$ cat src/rtl/irq_ctrl_pkg.sv
package irq_ctrl_pkg;
  typedef enum logic [1:0] {
    DUR_3    = 2'b00,
    DUR_15   = 2'b01,
    DUR_63   = 2'b10,
    DUR_HOLD = 2'b11
  } dur_sel_e;

  typedef enum logic [1:0] {
    DRV_OD      = 2'b00,
    DRV_PP_LOW  = 2'b01,
    DRV_PP_HIGH = 2'b10,
    DRV_OD_ALT  = 2'b11
  } drv_sel_e;

  localparam int CNT_W = 6;

  localparam logic [7:0] ADDR_PAGE  = 8'h0E;
  localparam logic [7:0] ADDR_CFG   = 8'h40;
  localparam logic [7:0] ADDR_RAW   = 8'h41;
  localparam logic [7:0] ADDR_MASK  = 8'h42;
  localparam logic [7:0] ADDR_CLR   = 8'h43;
  localparam logic [7:0] ADDR_PEND  = 8'h44;
  localparam logic [7:0] ADDR_LAST  = 8'h4C;
  localparam logic [1:0] PAGE_IRQ   = 2'b01;

  // Pulse length in reference-clock cycles; 0 means level (held) mode.
  function automatic logic [CNT_W-1:0] pulse_len(dur_sel_e s);
    case (s)
      DUR_3:   return CNT_W'(3);
      DUR_15:  return CNT_W'(15);
      DUR_63:  return CNT_W'(63);
      default: return '0;
    endcase
  endfunction

  function automatic logic is_open_drain(drv_sel_e m);
    return (m == DRV_OD) || (m == DRV_OD_ALT);
  endfunction
endpackage

$ cat src/rtl/irq_event_bank.sv
module irq_event_bank #(
  parameter int NUM_EVT = 8
) (
  input  logic               clk,
  input  logic               rst_n,
  input  logic [NUM_EVT-1:0] evt_i,
  input  logic [NUM_EVT-1:0] mask_i,
  input  logic [NUM_EVT-1:0] clr_i,
  output logic [NUM_EVT-1:0] raw_o,
  output logic [NUM_EVT-1:0] pend_o,
  output logic [NUM_EVT-1:0] rise_o
);
  logic [NUM_EVT-1:0] prev_q;

  assign rise_o = evt_i & ~prev_q;
  assign pend_o = raw_o & mask_i;

  always_ff @(posedge clk or negedge rst_n) begin
    if (!rst_n) begin
      prev_q <= '0;
      raw_o  <= '0;
    end else begin
      prev_q <= evt_i;
      raw_o  <= (raw_o & ~clr_i) | rise_o;
    end
  end


  edge_wins_chk: assert property (@(posedge clk) disable iff (!rst_n)
    (|rise_o) |=> ((raw_o & $past(rise_o)) == $past(rise_o)));


  sticky_chk: assert property (@(posedge clk) disable iff (!rst_n)
    (|(raw_o & ~clr_i)) |=> ((raw_o & $past(raw_o & ~clr_i)) == $past(raw_o & ~clr_i)));
endmodule

$ cat src/rtl/irq_pulse_timer.sv
module irq_pulse_timer
  import irq_ctrl_pkg::*;
(
  input  logic     clk,
  input  logic     rst_n,
  input  logic     trig_i,
  input  dur_sel_e dur_i,
  output logic     active_o
);
  logic [CNT_W-1:0] cnt_q;

  assign active_o = (cnt_q != '0);

  always_ff @(posedge clk or negedge rst_n) begin
    if (!rst_n)            cnt_q <= '0;
    else if (trig_i)       cnt_q <= pulse_len(dur_i);
    else if (cnt_q != '0)  cnt_q <= cnt_q - 1'b1;
  end


  pulse_start_chk: assert property (@(posedge clk) disable iff (!rst_n)
    (trig_i && dur_i != DUR_HOLD) |=> active_o);


  count_down_chk: assert property (@(posedge clk) disable iff (!rst_n)
    (!trig_i && active_o) |=> (cnt_q == $past(cnt_q) - 1'b1));
endmodule

$ cat src/rtl/irq_pad_drive.sv
module irq_pad_drive
  import irq_ctrl_pkg::*;
(
  input  drv_sel_e drv_i,
  input  logic     req_i,
  output logic     pad_o,
  output logic     pad_oe
);
  always_comb begin
    case (drv_i)
      DRV_PP_LOW:  begin pad_o = ~req_i; pad_oe = 1'b1;  end
      DRV_PP_HIGH: begin pad_o = req_i;  pad_oe = 1'b1;  end
      default:     begin pad_o = 1'b0;   pad_oe = req_i; end
    endcase
  end
endmodule

$ cat src/rtl/irq_request_ctrl.sv
module irq_request_ctrl
  import irq_ctrl_pkg::*;
#(
  parameter int NUM_EVT = 8
) (
  input  logic               clk,
  input  logic               rst_n,
  input  logic [NUM_EVT-1:0] evt_i,
  input  logic               reg_en,
  input  logic               reg_we,
  input  logic [7:0]         reg_addr,
  input  logic [7:0]         reg_wdata,
  output logic [7:0]         reg_rdata,
  output logic               irq_pad_o,
  output logic               irq_pad_oe
);
  logic [1:0]         page_q;
  dur_sel_e           dur_q;
  drv_sel_e           drv_q;
  logic               stim_q;
  logic [NUM_EVT-1:0] mask_q;

  logic               wr_stb;
  logic               irq_space;
  logic [NUM_EVT-1:0] clr_vec;
  logic [NUM_EVT-1:0] raw_vec;
  logic [NUM_EVT-1:0] pend_vec;
  logic [NUM_EVT-1:0] rise_vec;
  logic               pulse_trig;
  logic               pulse_active;
  logic               irq_req;

  assign wr_stb    = reg_en && reg_we;
  assign irq_space = (page_q == PAGE_IRQ) && (reg_addr >= ADDR_CFG) && (reg_addr <= ADDR_LAST);
  assign clr_vec   = (wr_stb && irq_space && reg_addr == ADDR_CLR) ? reg_wdata[NUM_EVT-1:0] : '0;

  always_ff @(posedge clk or negedge rst_n) begin
    if (!rst_n) begin
      page_q <= 2'b00;
      dur_q  <= DUR_3;
      drv_q  <= DRV_OD;
      stim_q <= 1'b0;
      mask_q <= '0;
    end else if (wr_stb) begin
      if (reg_addr == ADDR_PAGE) page_q <= reg_wdata[6:5];
      if (irq_space && reg_addr == ADDR_CFG) begin
        dur_q  <= dur_sel_e'(reg_wdata[7:6]);
        drv_q  <= drv_sel_e'(reg_wdata[5:4]);
        stim_q <= reg_wdata[0];
      end
      if (irq_space && reg_addr == ADDR_MASK) mask_q <= reg_wdata[NUM_EVT-1:0];
    end
  end

  always_comb begin
    reg_rdata = 8'h00;
    if (reg_addr == ADDR_PAGE) begin
      reg_rdata = {1'b0, page_q, 5'b0};
    end else if (irq_space) begin
      case (reg_addr)
        ADDR_CFG:  reg_rdata = {dur_q, drv_q, 3'b000, stim_q};
        ADDR_RAW:  reg_rdata = 8'(raw_vec);
        ADDR_MASK: reg_rdata = 8'(mask_q);
        ADDR_PEND: reg_rdata = 8'(pend_vec);
        default:   reg_rdata = 8'h00;
      endcase
    end
  end

  irq_event_bank #(.NUM_EVT(NUM_EVT)) u_bank (
    .clk    (clk),
    .rst_n  (rst_n),
    .evt_i  (evt_i),
    .mask_i (mask_q),
    .clr_i  (clr_vec),
    .raw_o  (raw_vec),
    .pend_o (pend_vec),
    .rise_o (rise_vec)
  );

  assign pulse_trig = |(rise_vec & mask_q);

  irq_pulse_timer u_timer (
    .clk      (clk),
    .rst_n    (rst_n),
    .trig_i   (pulse_trig),
    .dur_i    (dur_q),
    .active_o (pulse_active)
  );

  assign irq_req = stim_q | ((dur_q == DUR_HOLD) ? (|pend_vec) : pulse_active);

  irq_pad_drive u_pad (
    .drv_i  (drv_q),
    .req_i  (irq_req),
    .pad_o  (irq_pad_o),
    .pad_oe (irq_pad_oe)
  );


  held_req_chk: assert property (@(posedge clk) disable iff (!rst_n)
    (dur_q == DUR_HOLD && (|pend_vec)) |-> irq_req);


  page_wr_chk: assert property (@(posedge clk) disable iff (!rst_n)
    (wr_stb && reg_addr == ADDR_PAGE) |=> (page_q == $past(reg_wdata[6:5])));


  od_float_chk: assert property (@(posedge clk) disable iff (!rst_n)
    (is_open_drain(drv_q) && !irq_req) |-> !irq_pad_oe);


  stim_req_chk: assert property (@(posedge clk) disable iff (!rst_n)
    stim_q |-> irq_req);
endmodule

$ cat config.mk
export PLATFORM = sky130hd
export DESIGN_NAME = irq_request_ctrl
export DESIGN_NICKNAME = d
export VERILOG_FILES = /design/src/rtl/irq_ctrl_pkg.sv /design/src/rtl/irq_event_bank.sv /design/src/rtl/irq_pulse_timer.sv /design/src/rtl/irq_pad_drive.sv /design/src/rtl/irq_request_ctrl.sv
export SDC_FILE = /design/constraint.sdc
export NUM_CORES = 1
export LEC_CHECK = 0
export BUFFER_PORTS_ARGS = -buffer_cell sky130_fd_sc_hd__buf_4
export CORE_MARGIN = 10
export CORE_UTILIZATION = 52
export CTS_BUF_LIST = sky130_fd_sc_hd__clkbuf_8
export DETAILED_ROUTE_END_ITERATION = 8
export PLACE_DENSITY = 0.76
export SYNTH_ARGS = -nofsm -noshare
export SYNTH_HDL_FRONTEND = slang
export SYNTH_SLANG_ARGS = --single-unit
export TNS_END_PERCENT = 100
$ cat constraint.sdc
create_clock -name clk -period 2.04 [get_ports clk]
set_input_delay 0.408 -clock clk [delete_from_list [all_inputs] [get_ports clk]]
set_output_delay 0.408 -clock clk [all_outputs]
set_load 0.005 [all_outputs]
==> impl_metrics.json <==
{
  "outcome": "finished with violations",
  "violations": "negative setup slack",
  "first_pass_iters": 4,
  "synth_compound_area_share_pct": 11.7,
  "grt_max_degree": 38,
  "numCtsBuffers": 5,
  "dpl_worst_slack_ps": -373,
  "fillers": 324,
  "synth-edff-count": 0,
  "period_needed_ps": 2280,
  "slew_headroom_pct": 69.4,
  "drt-total-wl_um": 5470,
  "ant_nets": 0,
  "yosys.area_share.simple_pct": 26.1,
  "synth-seq-cells": 37,
  "synth.yosys.seq_area_share_pct": 41.9,
  "min_path_type": "in2async",
  "path_class": "in2out",
  "grt_pass1_wl_um": 9250,
  "synth_top_area_share_pct": 41.9,
  "synthTopCellsByCount": "dfrtp_1 (37), nor2b_1 (21), mux2_2 (19), nor2_1 (19)",
  "async_reset_ff_share_pct": 100,
  "insertion_delay_ps": 290,
  "timing.setup.tns_ps": -1390,
  "initial_core_util_pct": 54.5,
  "crit_path_end_kind": "output port",
  "num_rows": 23,
  "ys_warn_count": 0,
  "core_um2": 4060,
  "port_buffers": 37,
  "worstPathMaxFanout": 8,
  "p_leak_nw": 1.34,
  "cts_tree": "done",
  "holdWs_ps": 61.0,
  "synth.area.top_cells": "dfrtp_1 (42%), mux2_2 (9.7%), nor2b_1 (5.9%)",
  "r2r_end": "u_timer.cnt_q[5]",
  "drive_above_1_share_pct": 37.7,
  "die_area_um2": 7260,
  "synth.area.mux_share_pct": 11.5,
  "slowest_delay_ps": 530,
  "startpoint": "reg_addr[7]",
  "synthesis.area_um2": 2210,
  "synth_adder_area_share_pct": 3.40,
  "drtIter0Drc": 150,
  "track_usage_pct": 15.3,
  "yosys.area.top_type": "dfrtp_1",
  "finalSetupViolCount": 7,
  "rsz0062_at_grt": "true",
  "powerDensity_nw_per_um2": 720,
  "syn_nets": 256,
  "drc": 0,
  "hold_viol": 0,
  "crit_chain": "buf_6 > or4b_4 > buf_8 > nor4b_4 > nand3_1 > a31oi_1 > buf_4",
  "area_growth_pct": 30.6,
  "post-route-period-util_pct": 112,
  "syn_avg_cell_area_um2": 9.96,
  "synth_top_family_by_area": "simple AND/OR/NAND/NOR gates",
  "chipWidth_um": 85.2,
  "ys_types": 43,
  "syn_inst": 222,
  "crit_arrival_ps": 1880,
  "wl_per_cell_um": 16.5,
  "cp.required_ps": 1630,
  "critPathSlowestCell": "or4b_4",
  "die_h_um": 85.2,
  "critPathLaunchType": "primary input",
  "n_antenna_cell": 0,
  "tightest_slew_ps": 459,
  "maxCapViolCount": 0,
  "synth-main-ff-cell": "dfrtp_1",
  "nets": 314,
  "vias_per_cell": 5.84,
  "h-tree-depth": 2,
  "clock_tree.root_cell": "clkbuf_8",
  "fmax_mhz": 438,
  "io-pin-count": 38,
  "cts.sinks": 37,
  "overflow": 0,
  "dp.final_hpwl_um": 4000,
  "rrSetupSlack_ps": 410,
  "antenna_found_initial": 0,
  "gp_congestion": 0.841,
  "fin_skew_ps": 5.97,
  "final-max-slew-violation-count": 0,
  "r2r_start": "u_timer.cnt_q[1]",
  "grt_pass1_vias": 1924,
  "vias": 1932,
  "synth_xor_area_share_pct": 1.58,
  "r2r_cells": 7,
  "clk_pin_slew_ps": 70,
  "clk_path_buf_depth": 2,
  "synth.most_common_cell": "dfrtp_1",
  "ir_drop_mv": 0.510,
  "worstSetupEndpoint": "reg_rdata[2]",
  "fin_ws_ps": -244
}
-- sequential cells by signal (all words and copies together), names as in the netlist --
| signal | flops |
|---|---|
| drv_q | 2 |
| dur_q | 2 |
| mask_q | 8 |
| page_q | 2 |
| stim_q | 1 |
| u_bank.prev_q | 8 |
| u_bank.raw_o | 8 |
| u_timer.cnt_q | 6 |
-- cell usage in the layout, fill, tap and decap left out, types with 3 or more instances in the layout --
cell type,count
clkbuf_8,5
mux2i_1,4
o211ai_1,3
mux2_2,19
nand3_1,5
a21oi_1,13
nand2b_1,3
inv_1,8
nand3b_1,4
a22oi_1,7
dfrtp_1,37
nor3_1,4
nor2_1,19
buf_4,56
ha_1,5
nand2_1,14
nor2b_1,21
-- metrics by stage --
stage	cell area [um2]	power (mW)	std cells	utilization, %
detailed placement	2630	1.33	317	64.8
finish	2890	2.08	331	71.1
CTS	2850	2.07	329	70.2
global route	2890	2.19	331	71.1
floorplan	2220	1.17	222	-
global placement	2630	1.31	317	64.8
-- routing by layer --
| layer | vias to the layer above | share of wire (%) | track usage (%) |
|---|---|---|---|
| met5 | - | 0 | 0 |
| met4 | 0 | 1.8 | 5.39 |
| met3 | 10 | 5.5 | 3.92 |
| met2 | 60 | 49 | 25.1 |
| met1 | 943 | 44 | 18.8 |
| li1 | 919 | - | - |
-- worst max-delay path: cells and delay by family --
kind,cells,cell delay (ps)
AND/OR/NAND/NOR,3,900
AO/OA/AOI/OAI,1,170
buffers and inverters,3,390
-- how the worst min path moves through the flow --
stage / depth (start not counted) / slack (ps) / end
global route: 1 / 80 / mask_q[0]
CTS: 1 / 80 / u_bank.prev_q[1]
floorplan: 0 / 110 / drv_q[0]
detailed placement: 1 / 390 / u_bank.prev_q[1]
finish: 1 / 60 / u_bank.prev_q[1]
global placement: 1 / 390 / u_bank.prev_q[7]
-- final cells by class --
cell class              count  area, um2  area share [%]
well taps                  50       62.6            2.17
clock inverters             3       42.5            1.47
multi-input cells         168       1290            44.9
inverters                   9       33.8            1.17
repair buffers             59        458            15.9
flip-flops and latches     37        926            32.1
clock buffers               5       68.8            2.38
-- kinds of logic (layout without fill, tap and decap cells) --
logic type,after synthesis,count (layout)
compound gates,40,40
xor+xnor,4,4
fa+ha+maj,6,6
buf+inv,17,76
flops,37,37
mux,23,23
simple gates,95,95
-- report_power, final --
group / switching, mW / internal, mW / total, mW / leakage (nW)
logic: 0.285 / 0.297 / 0.582 / 0.836
registers: 0.0654 / 0.807 / 0.872 / 0.446
clock network: 0.261 / 0.362 / 0.623 / 0.0595
total: 0.612 / 1.47 / 2.08 / 1.34
-- what timing repair did --
| action | 4_1_cts | 5_1_grt |
|---|---|---|
| pin swaps | 8 | 6 |
| setup buffers | 4 | 2 |
| hold buffers | 0 | 0 |
| setup endpoints to repair | 8 | 10 |
| gates resized for setup | 19 | 8 |
No activity file was read; power rests on OpenSTA's default activity.
